<file path="src/rtl/cadd_pkg.sv">
// Package cadd_pkg
// Holds the full-adder result type and the evaluation function that the
// adder cells share. It is purely combinational and holds no state.
package cadd_pkg;

    // Result of one full-adder evaluation.
    typedef struct packed {
        logic s;
        logic co;
    } fa_res_t;

    // Evaluates one bit of a binary addition with carry.
    function automatic fa_res_t full_add(input logic x, input logic y, input logic ci);
        fa_res_t r;
        r.s  = x ^ y ^ ci;
        r.co = (x & y) | (x & ci) | (y & ci);
        return r;
    endfunction

endpackage

</file>
<file path="src/rtl/cadd_fa.sv">
// Module cadd_fa
// A single full-adder cell, built on the package function.
// Assumes: its inputs settle within one clock period. It holds no state.
module cadd_fa
    import cadd_pkg::*;
(
    input  logic x,
    input  logic y,
    input  logic ci,
    output logic s,
    output logic co
);

    fa_res_t res;

    // Combine the three input bits into a sum bit and a carry bit.
    always_comb begin
        res = full_add(x, y, ci);
        s   = res.s;
        co  = res.co;
    end

endmodule

</file>
<file path="src/rtl/cadd_stage.sv">
// Module cadd_stage
// One pipeline stage of the two-row adder.
// Stage IDX evaluates operand-row bit IDX when IDX < WIDTH, and constant-row
// bit IDX-1 when IDX >= 1. It then registers every vector it passes on.
// Assumes: its inputs come from stage IDX-1, or from the ports for IDX = 0.
// At most one full adder lies on any input-to-register path of a stage.
module cadd_stage #(
    parameter int WIDTH  = 3,
    parameter int IDX    = 0,
    parameter int OFFSET = 5
) (
    input  logic             clk,
    input  logic             rst_n,
    input  logic [WIDTH-1:0] a_i,
    input  logic [WIDTH-1:0] b_i,
    input  logic [WIDTH-1:0] s1_i,
    input  logic [WIDTH-1:0] f_i,
    input  logic             c1_i,
    input  logic             c2_i,
    output logic [WIDTH-1:0] a_o,
    output logic [WIDTH-1:0] b_o,
    output logic [WIDTH-1:0] s1_o,
    output logic [WIDTH-1:0] f_o,
    output logic             c1_o,
    output logic             c2_o
);

    localparam logic [WIDTH-1:0] KBITS = WIDTH'(OFFSET);

    logic [WIDTH-1:0] s1_n;
    logic [WIDTH-1:0] f_n;
    logic             c1_n;
    logic             c2_n;

    generate
        if (IDX < WIDTH) begin : g_row1
            logic r1_s;
            cadd_fa u_fa1 (
                .x  (a_i[IDX]),
                .y  (b_i[IDX]),
                .ci (c1_i),
                .s  (r1_s),
                .co (c1_n)
            );
            // Place this stage's operand-row sum bit into the partial-sum vector.
            always_comb begin
                s1_n      = s1_i;
                s1_n[IDX] = r1_s;
            end
        end else begin : g_row1_idle
            // The operand row is finished, so pass the partial sum on unchanged.
            always_comb begin
                s1_n = s1_i;
                c1_n = 1'b0;
            end
        end

        if (IDX >= 1) begin : g_row2
            localparam int J = IDX - 1;
            logic r2_s;
            cadd_fa u_fa2 (
                .x  (s1_i[J]),
                .y  (KBITS[J]),
                .ci (c2_i),
                .s  (r2_s),
                .co (c2_n)
            );
            // Place this stage's result bit into the output vector.
            always_comb begin
                f_n    = f_i;
                f_n[J] = r2_s;
            end
        end else begin : g_row2_idle
            // The constant row has not started yet, so pass its state on unchanged.
            always_comb begin
                f_n  = f_i;
                c2_n = c2_i;
            end
        end
    endgenerate

    // Stage register: cleared by a synchronous reset, otherwise loaded every clock.
    always_ff @(posedge clk) begin
        if (!rst_n) begin
            a_o  <= '0;
            b_o  <= '0;
            s1_o <= '0;
            f_o  <= '0;
            c1_o <= 1'b0;
            c2_o <= 1'b0;
        end else begin
            a_o  <= a_i;
            b_o  <= b_i;
            s1_o <= s1_n;
            f_o  <= f_n;
            c1_o <= c1_n;
            c2_o <= c2_n;
        end
    end

endmodule

</file>
<file path="src/rtl/cadd_pipe.sv">
// Module cadd_pipe (top)
// Computes (op_a + op_b + OFFSET) mod 2^WIDTH in WIDTH+1 pipeline stages.
// Each stage holds one full adder of each row.
// Assumes: a new operand pair on every clock. There is no stall and no handshake.
// Reset is synchronous and active low.
module cadd_pipe #(
    parameter int WIDTH  = 3,
    parameter int OFFSET = 5
) (
    input  logic             clk,
    input  logic             rst_n,
    input  logic [WIDTH-1:0] op_a,
    input  logic [WIDTH-1:0] op_b,
    output logic [WIDTH-1:0] sum
);

    localparam int STAGES = WIDTH + 1;

    logic [WIDTH-1:0] a_p  [STAGES+1];
    logic [WIDTH-1:0] b_p  [STAGES+1];
    logic [WIDTH-1:0] s1_p [STAGES+1];
    logic [WIDTH-1:0] f_p  [STAGES+1];
    logic             c1_p [STAGES+1];
    logic             c2_p [STAGES+1];

    // Feed the first stage from the ports, with empty partial sums and carries.
    always_comb begin
        a_p[0]  = op_a;
        b_p[0]  = op_b;
        s1_p[0] = '0;
        f_p[0]  = '0;
        c1_p[0] = 1'b0;
        c2_p[0] = 1'b0;
    end

    generate
        for (genvar s = 0; s < STAGES; s++) begin : g_stage
            cadd_stage #(
                .WIDTH  (WIDTH),
                .IDX    (s),
                .OFFSET (OFFSET)
            ) u_stage (
                .clk  (clk),
                .rst_n(rst_n),
                .a_i  (a_p[s]),
                .b_i  (b_p[s]),
                .s1_i (s1_p[s]),
                .f_i  (f_p[s]),
                .c1_i (c1_p[s]),
                .c2_i (c2_p[s]),
                .a_o  (a_p[s+1]),
                .b_o  (b_p[s+1]),
                .s1_o (s1_p[s+1]),
                .f_o  (f_p[s+1]),
                .c1_o (c1_p[s+1]),
                .c2_o (c2_p[s+1])
            );
        end
    endgenerate

    // The last stage's result vector drives the output directly from its register.
    assign sum = f_p[STAGES];

endmodule

</file>
<file path="config.mk">
export PLATFORM = sky130hd
export DESIGN_NAME = cadd_pipe
export DESIGN_NICKNAME = d
export VERILOG_FILES = /design/src/rtl/cadd_pkg.sv /design/src/rtl/cadd_fa.sv /design/src/rtl/cadd_stage.sv /design/src/rtl/cadd_pipe.sv
export SDC_FILE = /design/constraint.sdc
export NUM_CORES = 1
export LEC_CHECK = 0
export ABC_AREA = 1
export BUFFER_PORTS_ARGS = -buffer_cell sky130_fd_sc_hd__buf_2
export CORE_ASPECT_RATIO = 1.5
export CORE_MARGIN = 1
export CORE_UTILIZATION = 40
export DETAILED_ROUTE_END_ITERATION = 10
export GPL_TIMING_DRIVEN = 1
export PLACE_DENSITY = 0.69
export SETUP_SLACK_MARGIN = 0.2
export SYNTH_ARGS = -nofsm -noshare
export SYNTH_HDL_FRONTEND = slang
export SYNTH_HIERARCHICAL = 1
export SYNTH_SLANG_ARGS = --single-unit
</file>
<file path="constraint.sdc">
create_clock -name clk -period 1.1 [get_ports clk]
set_input_delay 0 -clock clk [delete_from_list [all_inputs] [get_ports clk]]
set_output_delay 0 -clock clk [all_outputs]
set_load 0.05 [all_outputs]
</file>
Yosys cells after proc, flatten, opt, wreduce, memory -nomap -nowiden
Cells that the tools add are included.

word-level totals
  register bits = 28
  bits of input ports = 8
  output and inout bits = 3
  word-level logic and storage cells = 30

operators by class
  bitwise operators = 16

operator list
  cell               number
  bitwise XOR 1 bit  7
  AND 1 bit          5
  inverter 1 bit     2
  bitwise OR 1 bit   2

Logic depth before layout (Yosys ltp)
  word-level depth = 3
  gate-level depth with buffers = 3

By module
The synthesis kept the hierarchy.

modules (own cells, without submodules)
  module                                times used  cells an instance  area each (um^2)
  cadd_stage at g_stage[1].u_stage ...  2           44                 400.4
  cadd_stage at g_stage[0].u_stage      1           43                 396.6
  cadd_stage at g_stage[3].u_stage      1           43                 384.1
  cadd_fa                               6           1                  20.0
  cadd_pipe                             1           1                  3.8

Worst setup path after synthesis
No wires, ideal clock.

  kind = reg2reg
  start point = reg g_stage[0].u_stage.b_o[1]
  end point = reg g_stage[1].u_stage.s1_o[1]
  library setup time = 0.109 ns
  arrival time = 0.858 ns
  slack = 0.133 ns
  stages on the path, launching flop included = 4
  path through = dfxtp_1 > fa_1 > nand2_1 > inv_1

on the way
  cells in the longest elaborated chain, start to end = 2

RTL lines
  what                                line              text
  from (decl)                         cadd_stage.sv:21  output logic [WIDTH-1:0] b_o,
  from (signal assigned)              cadd_stage.sv:93  b_o <= b_i;
  bitwise XOR 1 bit (2 in a row)      cadd_pkg.sv:15    r.s = x ^ y ^ ci;
  via g_stage[1].u_stage.g_row1.r1_s  cadd_stage.sv:37  logic r1_s;
  to (signal assigned)                cadd_stage.sv:94  s1_o <= s1_n;
  to (decl)                           cadd_stage.sv:22  output logic [WIDTH-1:0] s1_o,

The timed path passes the listed nets, and every way through them passes these cells.
A chain may end at the register's enable or synchronous reset.

Worst setup path after layout
  start point = reg g_stage[0].u_stage.c1_o
  end point = reg g_stage[1].u_stage.s1_o[1]

on the way
  cells in the longest elaborated chain, start to end = 1

RTL lines
  what                                line              text
  from (decl)                         cadd_stage.sv:24  output logic c1_o,
  from (signal assigned)              cadd_stage.sv:96  c1_o <= c1_n;
  bitwise XOR 1 bit                   cadd_pkg.sv:15
  via g_stage[1].u_stage.g_row1.r1_s  cadd_stage.sv:37

The timed path passes the listed nets, and every way through them passes these cells.

==> flow_summary.json <==
{
  "rsz0062_at_grt": "true",
  "postCtsSetupBuffers": 0,
  "die_h_um": 54.3,
  "viasPerCell": 3.72,
  "wl_um": 780,
  "hold-worst-slack_ns": 0.0572,
  "gp_congestion": 0.610,
  "drv_slew": 0,
  "crit_path_start_kind": "register",
  "worstHoldStart": "op_a[0]",
  "grt_usage_pct": 10.7,
  "routed-via-count": 405,
  "grt_pass1_wl_um": 1430,
  "cts_root_buffer": "clkbuf_4",
  "crit_fanout": 1,
  "netlist_area_um2": 731,
  "grt.overflow.total": 0,
  "setup_tns_ns": 0,
  "finalSetupViolCount": 0,
  "finalHoldViolCount": 0,
  "h-tree-depth": 1,
  "final_cell_area_um2": 878,
  "yosysWarningCount": 6,
  "p_per_area_nw_per_um2": 1740,
  "status": "finished clean",
  "grt_pass1_vias": 428,
  "fin_skew_ns": 0.00510,
  "final_antenna_net_count": 0,
  "postLayoutCoreUtil_pct": 52.0,
  "start_util_pct": 43.3,
  "clk_latency_ns": 0.29,
  "drtIter0Drc": 6,
  "rr_worst_depth": 3,
  "syn_inst": 74,
  "crit_required_ns": 1.35,
  "drive_gt1_share_pct": 27.0,
  "die_width_um": 36.9,
  "antenna_found_initial": 0,
  "fin_crit_ns": 1.02,
  "ioPinCount": 11,
  "drc": 0,
  "avgRoutedWirePerCell_um": 7.16,
  "setup.worst_path.start": "g_stage[0].u_stage/c1_o",
  "cts_tree": "built",
  "rr_startpoint": "g_stage[0].u_stage/c1_o",
  "core_area_um2": 1690,
  "arrival_ns": 1.27,
  "power.leakage_nw": 0.527,
  "row_count": 18,
  "clock_path_buffers": 2,
  "fmax_mhz": 981,
  "cts_buffers": 3,
  "path_class": "register to register",
  "irDropWorstVdd_v": 0.000790,
  "hp-class": "input port to register",
  "cts.sinks": 20,
  "clk_pin_slew_ns": 0.11,
  "io_buffers": 10,
  "place_area_um2": 764,
  "drv_cap": 0,
  "fin_nets": 104,
  "insertedDiodeCount": 0,
  "fin_cells": 109,
  "finalCritPeriodShare_pct": 92.7,
  "avgSynthCellArea_um2": 9.87,
  "place_inst": 101,
  "detailed_place_hpwl_um": 527,
  "hold_depth": 4,
  "area_delta_synth_final_pct": 20.2,
  "dr.pass1.iters": 3,
  "grt_max_degree": 21,
  "die_area_um2": 2010,
  "crit_path_end_kind": "register"
}
[flip-flops by register name, indices dropped and copies added, names as in the netlist]
signal and count:
g_stage.u_stage/b_o 3, g_stage.u_stage/f_o 6, g_stage.u_stage/c1_o 2, g_stage.u_stage/a_o 3, g_stage.u_stage/s1_o 3, g_stage.u_stage/c2_o 3
[final timing paths]
check,end,slack [ns]
setup / recovery,g_stage[1].u_stage/s1_o[1],0.08
hold / removal,g_stage[0].u_stage/s1_o[0],0.06
setup reg to reg,g_stage[1].u_stage/s1_o[1],0.08
hold reg to reg,g_stage[1].u_stage/b_o[2],0.42
[cells in the final DEF (no fill, tap or decap), drive strengths merged]
cell and instances:
bufinv 1, fa 6, conb 5, dlygate4sd3 4, nand2 20, dfxtp 20, inv 20, buf 8
clkbuf 5
[worst max-delay path, cell delays in order, from the launching register on]
cell,delay (ns)
dfxtp_2,0.34
fa_2,0.54
nand2_1,0.04
inv_1,0.05
[routing by layer]
layer | part of all wire [%] | GRT usage, %
met5 | 0 | 0
met4 | 0 | 7.41
met3 | 4.6 | 3.66
met2 | 51 | 20.2
met1 | 44 | 9.16
[area by class of cell]
cell class / count / area, um^2
well taps: 20 / 25.0
repair buffers: 14 / 95.1
flip-flops and latches: 20 / 409
inverters: 20 / 75.1
fillers: 152 / 811
clock buffers: 3 / 22.5
multi-input cells: 31 / 221
clock inverters: 1 / 30.0
[report_power, final]
part | internal (W) | switching (W) | total (W) | leakage (nW)
Clock | 0.000368 | 0.000213 | 0.000581 | 0.0279
Sequential | 0.000782 | 0.0000202 | 0.000802 | 0.168
Combinational | 0.0000610 | 0.0000888 | 0.000150 | 0.331
[through the flow]
step	setup WS [ns]	total power, W
floorplan	0.153	0.000924
global placement	0.126	0.000940
detailed placement	0.111	0.000950
CTS	0.0883	0.00155
global route	0.0271	0.00161
finish	0.0803	0.00153
[what timing repair did]
action	CTS	global route
pin swaps	4	1
resized for setup	6	6
hold buffers	4	0
endpoints found under the hold margin	4	0
endpoints found under the setup margin	8	9
Power figures use the tool's default switching activity.
